[src/rtl/ccr_flag_unit.sv]
module ccr_flag_unit #(
  parameter int         W       = 16,
  parameter logic [7:0] RST_CCR = 8'hD0
) (
  input  logic         clk,
  input  logic         rst_n,
  input  logic         upd,
  input  logic [1:0]   cls,
  input  logic         wide,
  input  logic [W-1:0] opa,
  input  logic [W-1:0] opb,
  input  logic [W-1:0] res,
  input  logic         sh_c,
  input  logic         fs_en,
  input  logic [2:0]   fs_idx,
  input  logic         fs_val,
  output logic [7:0]   ccr
);
  localparam int HB = W / 2;
  localparam int BC = 0;
  localparam int BV = 1;
  localparam int BZ = 2;
  localparam int BN = 3;

  logic [W-1:0] add_cv, add_ov, sub_cv, sub_ov;
  logic         n_f, z_f;
  logic [7:0]   ccr_op, ccr_nx;

  function automatic logic sgn(input logic [W-1:0] x, input logic wd);
    return wd ? x[W-1] : x[HB-1];
  endfunction

  assign add_cv = (opa & opb) | (opb & ~res) | (opa & ~res);
  assign add_ov = (opa & opb & ~res) | (~opa & ~opb & res);
  assign sub_cv = (~opa & opb) | (opb & res) | (~opa & res);
  assign sub_ov = (opa & ~opb & ~res) | (~opa & opb & res);

  assign n_f = sgn(res, wide);
  assign z_f = wide ? (res == '0) : (res[HB-1:0] == '0);

  always_comb begin
    ccr_op = ccr;
    if (upd) begin
      ccr_op[BN] = n_f;
      ccr_op[BZ] = z_f;
      case (cls)
        2'd0: begin
          ccr_op[BC] = sgn(add_cv, wide);
          ccr_op[BV] = sgn(add_ov, wide);
        end
        2'd1: begin
          ccr_op[BC] = sgn(sub_cv, wide);
          ccr_op[BV] = sgn(sub_ov, wide);
        end
        2'd2: ccr_op[BV] = 1'b0;
        default: begin
          ccr_op[BC] = sh_c;
          ccr_op[BV] = n_f ^ sh_c;
        end
      endcase
    end
    ccr_nx = ccr_op;
    if (fs_en) ccr_nx[fs_idx] = fs_val;
  end

  always_ff @(posedge clk) begin
    if (!rst_n) ccr <= RST_CCR;
    else        ccr <= ccr_nx;
  end
endmodule

[config.mk]
export PLATFORM = sky130hd
export DESIGN_NAME = ccr_flag_unit
export DESIGN_NICKNAME = d
export VERILOG_FILES = /design/src/rtl/ccr_flag_unit.sv
export SDC_FILE = /design/constraint.sdc
export NUM_CORES = 1
export LEC_CHECK = 0
export BUFFER_PORTS_ARGS = -buffer_cell sky130_fd_sc_hd__buf_4
export CORE_MARGIN = 2
export CORE_UTILIZATION = 24
export DETAILED_ROUTE_END_ITERATION = 10
export PLACE_DENSITY = 0.6
export SLEW_MARGIN = 20
export SYNTH_ARGS = -nofsm -noshare
export SYNTH_HDL_FRONTEND = slang
export SYNTH_SLANG_ARGS = --single-unit
[constraint.sdc]
create_clock -name clk -period 2.2 [get_ports clk]
set_clock_uncertainty 0.1 [all_clocks]
set_input_delay 0.44 -clock clk [delete_from_list [all_inputs] [get_ports clk]]
set_output_delay 0.44 -clock clk [all_outputs]
set_load 0.05 [all_outputs]
==> Yosys cells after proc, flatten, opt, wreduce, memory -nomap -nowiden <==
Index checks and enable logic that the tools add are counted.
{ "word_totals": {"reg_bits": 8, "out_inout_bits": 8, "word_cells": 45} }
{ "op_classes": {"magnitude_cmp": 2, "n_eq_ne": 2, "muxes": 13, "n_bitwise": 22, "reduce_logical": 4} }
{ "op_table": {"columns": ["op", "n"], "rows": [
  ["bitwise AND 16 bit", 12],
  ["OR 16 bit", 6],
  ["inverter 16 bit", 3],
  ["logical NOT 16 bit", 1],
  ["bitwise mux 8 bit", 1],
  ["logical NOT 8 bit", 1],
  ["two-way mux 4 bit", 2],
  ["two-way mux 1 bit", 7],
  ["one-hot mux 1 bit (3 select lines)", 2],
  ["< comparator 3 x 4 -> 1 bit (second input constant)", 1],
  ["demux 1 bit (select 3 bit)", 1],
  [">= comparator 3 x 1 -> 1 bit (second input constant)", 1],
  ["== test 2 x 1 -> 1 bit (second input constant)", 1],
  ["== test 2 bit (second input constant)", 1],
  ["logical NOT 2 bit", 1],
  ["logical AND 1 bit", 1],
  ["bitwise XOR 1 bit", 1]
]} }

==> Longest topological paths before layout <==
Gate-level depths: netlist of the first run.
{ "depth": {"ltp_word": 9, "ltp_mapped": 5} }

==> Worst setup path before layout of the first run <==
OpenSTA, ideal clock, no wires.
{ "synth_timing": {"kind": "input to register", "start": "in wide", "end": "reg ccr[1]", "arrival_time_ns": 1.212, "required_time_ns": 1.982, "path_slack_ns": 0.770, "stages": 5, "cell_sequence": "buf_2 > mux2i_1 > xor2_1 > o2111ai_1 > o2bb2ai_1"} }
{ "synth_via": {"elab_chain_cells": 6} }
{ "synth_rtl": {"columns": ["item", "line", "rtl"], "rows": [
  ["from (decl)", "9", "input logic wide,"],
  ["two-way mux 1 bit", "30", "return wd ? x[W-1] : x[HB-1];"],
  ["bitwise XOR 1 bit", "58", "ccr_op[BV] = n_f ^ sh_c;"],
  ["one-hot mux 1 bit (3 select lines) *", "46", "case (cls)"],
  ["two-way mux 4 bit *", "43", "if (upd) begin"],
  ["bitwise mux 8 bit", "63", "if (fs_en) ccr_nx[fs_idx] = fs_val;"],
  ["two-way mux 4 bit *", "63", null],
  ["to (signal assigned)", "68", "else ccr <= ccr_nx;"],
  ["to (decl)", "17", "output logic [7:0] ccr"]
]} }
Mark *: on every way between the ends. The rest lies on a longest branch, timed or not.
A chain may end at the register's enable or synchronous reset.

==> Final worst setup path of the first run <==
{ "layout_timing": {"start": "reg ccr[0]", "end": "out ccr[0]"} }
No word-level cell between the ends.

==> impl_metrics.yaml, run 1 <==
outcome:
  outcome: "finished clean"
pwr:
  leakage_uw: 0.000459
  p_switching_uw: 144
  clockPowerShare_pct: 26.4
  finalPower_uw: 437
  ir_drop_v: 0.000273
  p_int_uw: 293
  seqPwrFrac_pct: 35.9
  switching_share_pct: 32.9
  power_density_nw_per_um2: 423
  p_comb_share_pct: 37.7
timing:
  hold_viol: 0
  maxSlewHeadroom_pct: 79.9
  rsz0062_at_grt: "no"
  min_period_ps: 1360
  finalCritPeriodShare_pct: 61.6
  drv_slew: 0
  timing.fmax_mhz: 738
  tightest_slew_ps: 299
  setup_viol_count_final: 0
  whs_ps: 320
  fin_tns_setup_ps: 0
finish:
  design_area_um2: 1030
  syn_to_final_growth_pct: 46.8
  antenna_cells: 0
  largest_register_ffs: 8
  drive_gt1_share_pct: 34.9
  reg_top3: "ccr x8"
  largest-register: "ccr"
  postLayoutCoreUtil_pct: 37.1
  nets: 188
place:
  dp_hpwl_um: 1610
  place_area_um2: 1010
  gp_congestion: 0.767
  portBuffers: 39
setup_path:
  crit_fanout: 3
  worstPathBufferInverterCount: 1
  crit_arrival_ps: 820
  crit_chain: "buf_4"
  cp_top_family: "flip-flops"
  worstPathRequired_ps: 1660
  max_stage_delay_ps: 350
  rrSetupSlack_ps: 1000
  endpoint_kind: "primary output"
  startpoint_type: "flop"
  crit_type: "reg -> out"
  critical-path-slowest-cell: "dfxtp_1"
logic_synthesis:
  synth_area_um2: 703
  ys_ff_latch: 8
  yosysWarnings: 0
  synth_edf_count: 0
  ys_async_sr_fraction_pct: 0
  synthFlopType: "dfxtp_1"
  syn_inst: 88
  syn-num-nets: 148
  avgSynthCellArea_um2: 7.99
  seq_area_frac_synth_pct: 22.8
  yosysUniqueCellTypes: 38
clocking:
  cts_setup_buffers: 0
  cts_buffer_depth: 2
  cts_num_sinks: 8
  ctsHoldBuffers: 0
  cts_buffers: 3
  cts_resized: 0
  htreeDepth: 1
  cts_tree: "done"
  clk_latency_ps: 260
  cts_root_buf: "clkbuf_4"
  clk_pin_slew_ps: 50
route:
  dr_total_vias: 824
  drt-total-wl_um: 1980
  drtAntennaViolNets: 0
  vias_per_cell: 5.25
  dr.pass1.iters: 4
  drt-initial-drc-count: 18
  detail_route.wl_per_cell_um: 12.6
  drcViolationCount: 0
hold_path:
  min_path_type: "in -> reg"
floorplan:
  fp.dieH_um: 58.1
  io_pins: 68
  num_rows: 19
  core_area_um2: 2780
  start_util_pct: 25.3
  fp.dieW_um: 58.1
  die-area_um2: 3380
global_route:
  overflow: 0
  gr-usage-all-layers_pct: 12.3
  antenna_found_initial: 0
  grt_max_degree: 10
  grt_pass1_vias: 801
  grt_pass1_wl_um: 3350
run:
  cap_violations: 0
==> power groups by stage <==
stage | logic, uW | clock network (uW) | registers [uW]
after CTS | 166 | 116 | 157
after floorplan | 62.3 | 0 | 185
after global placement | 162 | 0 | 160
after global routing | 179 | 127 | 158
final | 165 | 115 | 157
after detailed placement | 166 | 0 | 160
==> kinds of logic after synthesis <==
kind of cell	Yosys count	share of synthesized area (%)
AOI/OAI and AO/OA	26	29.4
xor gates and xnor gates	2	2.49
buffers and inverters	8	5.69
DFF	8	22.8
muxes	5	7.12
and+or+nand+nor	39	32.6
==> cells in the final DEF, fill, tap and decap left out, drive strengths merged, types with 2 or more instances in the layout <==
| cell type | synthesis | final |
|---|---|---|
| buf | 4 | 39 |
| nor2 | 8 | 8 |
| dfxtp | 8 | 8 |
| nand2 | 7 | 7 |
| o21ai | 6 | 6 |
| mux2i | 5 | 5 |
| nand2b | 5 | 5 |
| inv | 4 | 4 |
| o2111ai | 4 | 4 |
| nor2b | 4 | 4 |
| nor3b | 3 | 3 |
| a21boi | 3 | 3 |
| clkbuf | 0 | 3 |
| nor4 | 3 | 3 |
| nand4b | 2 | 2 |
| o211a | 2 | 2 |
| nand4 | 2 | 2 |
==> synthesized netlist by cell type, types with 2 or more instances <==
library cell	count	area share [%]
nor2_1	8	4.3
o211a_1	2	2.8
inv_1	4	2.1
a21boi_1	3	3.2
nor4_1	2	1.8
mux2i_1	5	7.1
nand4_1	2	1.8
nand2_1	7	3.7
dfxtp_1	8	23
o2111ai_1	4	5.0
nor2b_1	4	3.6
o21ai_1	3	2.1
o21ai_0	3	2.1
nor3b_1	3	3.2
nand2b_1	5	4.4
buf_2	2	1.4
nand4b_1	2	2.5
==> layer usage <==
layer | track usage (%) | share of wire, %
met5 | 0 | 0
met4 | 3.99 | 1.4
met3 | 2.01 | 6.6
met2 | 20.6 | 47
met1 | 16.0 | 45
==> path summary, 6_finish.rpt <==
kind | from | depth (start not counted) | to
worst max-delay path | ccr[0] | 1 | ccr[0]
worst min-delay path | rst_n | 2 | ccr[4]
worst max register to register | ccr[0] | 4 | ccr[0]
worst min register to register | ccr[4] | 2 | ccr[4]
==> metrics by stage <==
step / setup WS [ps] / std cells
2_1_floorplan: 770 / 88
3_3_place_gp: 611 / 154
3_5_place_dp: 584 / 154
4_1_cts: 838 / 157
5_1_grt: 806 / 157
6_report: 845 / 157
==> area by class of cell <==
class,instances,area [um^2]
fillers,293,1750
multi-input cells,72,503
repair buffers,39,293
flip-flops and latches,8,160
well taps,31,38.8
clock buffers,3,22.5
inverters,4,15.0
No activity file was read; power rests on OpenSTA's default activity.
==> run 2: changes to the inputs <==
--- a/config.mk
+++ b/config.mk
@@ -5,11 +5,12 @@
 export SDC_FILE = /design/constraint.sdc
 export NUM_CORES = 1
 export LEC_CHECK = 0
+export ABC_AREA = 1
 export BUFFER_PORTS_ARGS = -buffer_cell sky130_fd_sc_hd__buf_4
 export CORE_MARGIN = 2
 export CORE_UTILIZATION = 24
 export DETAILED_ROUTE_END_ITERATION = 10
-export PLACE_DENSITY = 0.6
+export PLACE_DENSITY = 0.61
 export SLEW_MARGIN = 20
 export SYNTH_ARGS = -nofsm -noshare
 export SYNTH_HDL_FRONTEND = slang
==> constraint.sdc (replaced) <==
create_clock -name clk -period 1.4 [get_ports clk]
set_clock_uncertainty 0.1 [all_clocks]
set_input_delay 0.28 -clock clk [delete_from_list [all_inputs] [get_ports clk]]
set_output_delay 0.28 -clock clk [all_outputs]
set_load 0.05 [all_outputs]
==> run 2 against run 1 <==
  * Critical path depth unchanged
  * Combinational power increased by 58%
  * Largest power group unchanged
  * Largest cell class unchanged
  * Register-to-register slack got worse by 490 ps
  * Critical path type unchanged
  * Routed wire length decreased by 2.1%
==> impl_metrics.yaml, run 2 <==
outcome:
  outcome: "finished clean"
setup_path:
  crit_fanout: 3
  crit_chain: "buf_4"
  critical-path-slowest-cell: "dfxtp_1"
  max_stage_delay_ps: 350
  endpoint_kind: "primary output"
  worstPathRequired_ps: 1020
  crit_arrival_ps: 810
  cp_top_family: "flip-flops"
  startpoint_type: "flop"
  crit_type: "reg -> out"
  worstPathBufferInverterCount: 1
pwr:
  finalPower_uw: 680
  seqPwrFrac_pct: 36.2
  leakage_uw: 0.000525
  power_density_nw_per_um2: 672
  p_int_uw: 451
  p_switching_uw: 229
  clockPowerShare_pct: 25.4
  switching_share_pct: 33.7
  p_comb_share_pct: 38.4
  ir_drop_v: 0.000310
timing:
  min_period_ps: 1190
  tightest_slew_ps: 240
  timing.fmax_mhz: 839
  fin_tns_setup_ps: 0
  drv_slew: 0
  maxSlewHeadroom_pct: 83.8
  hold_viol: 0
  whs_ps: 190
  finalCritPeriodShare_pct: 85.1
  setup_viol_count_final: 0
  rsz0062_at_grt: "no"
clocking:
  cts_num_sinks: 8
  ctsHoldBuffers: 0
  cts_tree: "done"
  cts_buffers: 3
  cts_setup_buffers: 0
  cts_root_buf: "clkbuf_4"
  htreeDepth: 1
  clk_pin_slew_ps: 50
  cts_resized: 0
  cts_buffer_depth: 2
  clk_latency_ps: 250
route:
  dr_total_vias: 877
  drtAntennaViolNets: 0
  drt-initial-drc-count: 22
  drcViolationCount: 0
  dr.pass1.iters: 4
  detail_route.wl_per_cell_um: 10.6
  drt-total-wl_um: 1930
  vias_per_cell: 4.79
place:
  portBuffers: 39
  place_area_um2: 988
  dp_hpwl_um: 1670
  gp_congestion: 0.806
run:
  cap_violations: 0
finish:
  reg_top3: "ccr x8"
  fillCellCount: 321
  most-common-layout-cells: "buf_4 (39), nand2_1 (33), nand3_1 (13)"
  seq_area_um2: 160
  drive_gt1_share_pct: 36.8
  design_area_um2: 1010
  largest-register: "ccr"
  multi_input_area_um2: 437
  nets: 214
  mostFrequentLayoutCell: "buf_4"
  syn_to_final_growth_pct: 51.3
  largest_register_ffs: 8
  antenna_cells: 0
logic_synthesis:
  yosysWarnings: 0
  yosysTopAreaCellShare_pct: 24.0
  ys_async_sr_fraction_pct: 0
  synth_commonest_cells: "nand2_1 (33), nand3_1 (13), inv_1 (10)"
  seq_area_frac_synth_pct: 24.0
  synth_edf_count: 0
  syn_inst: 111
  synthFlopType: "dfxtp_1"
  synth_area_um2: 668
  yosysUniqueCellTypes: 22
  yosysTopAreaCell: "dfxtp_1"
  yosys-top-cells-area: "dfxtp_1 (24%), nand2_1 (19%), nand3_1 (9.7%)"
  syn-num-nets: 171
  synth_most_common_cell: "nand2_1"
  ys_ff_latch: 8
  avgSynthCellArea_um2: 6.02
global_route:
  overflow: 0
  grt_pass1_vias: 826
  antenna_found_initial: 0
  grt_pass1_wl_um: 3370
  grt_max_degree: 10
  gr-usage-all-layers_pct: 12.9
floorplan:
  fp.dieH_um: 56.8
  start_util_pct: 24.7
  io_pins: 68
  die-area_um2: 3220
  fp.dieW_um: 56.8
  core_area_um2: 2710
  num_rows: 19
hold_path:
  min_path_type: "in -> reg"
## run 2: cell count changes after synthesis, moves of 3 or more
cell,before,now
a22oi_1,0,3
mux2i_1,5,0
nor3b_1,3,0
o2111ai_1,4,0
nand3_1,1,13
inv_1,4,10
nor2b_1,4,0
o311ai_1,0,3
a21boi_1,3,0
nand2_2,0,3
nand2_1,7,33
nand2b_1,5,0
inv_2,0,6
o21ai_1,3,6
## run 2: logic make-up after synthesis
| kind of cell | after synthesis | share of synthesized area (%) |
|---|---|---|
| compound gates | 21 | 20.2 |
| flops | 8 | 24.0 |
| simple gates | 65 | 45.1 |
| buf+inv | 17 | 10.7 |
## run 2: path summary, 6_finish.rpt
| check | startpoint | end | slack [ps] | depth (start not counted) |
|---|---|---|---|---|
| max | ccr[0] | ccr[0] | 210 | 1 |
| min | rst_n | ccr[7] | 190 | 2 |
| max reg2reg | ccr[0] | ccr[0] | 510 | 4 |
| min reg2reg | ccr[4] | ccr[4] | 380 | 2 |
## run 2: worst reg2reg max path: stages (launching register included)
cell and delay, ps:
dfxtp_1 320, o21ai_0 150, nand3_1 90, nand2_1 70, a21oi_2 40
## run 2: per-layer routing
metal | wire length [um] | GRT usage (%) | up-vias
li1 | - | - | 456
met3 | 68 | 1.38 | 2
met4 | 17 | 3.99 | 0
met5 | 0 | 0 | -
met2 | 1030 | 22.9 | 21
met1 | 823 | 16.3 | 398
## run 2: final cells by class
class / instances / area share (%)
Multi-Input combinational cell: 86 / 43.2
Timing Repair Buffer: 39 / 29.0
Sequential cell: 8 / 15.8
Inverter: 16 / 5.94
Tap cell: 31 / 3.84
Clock buffer: 3 / 2.23
## run 2: through the flow
stage                     utilization (%)  std cells  setup slack [ps]
final                                37.3        183               208
after global routing                 37.3        183               150
after CTS                            37.3        183               186
after detailed placement             36.5        180               181
after global placement               36.5        180               220
after floorplan                         -        111               240
## run 2: power by group through the flow
stage          clock network, uW  registers, uW  logic (uW)
2_1_floorplan                  0            289         104
3_3_place_gp                   0            251         256
3_5_place_dp                   0            251         263
4_1_cts                      181            246         264
5_1_grt                      197            248         290
6_report                     173            246         261
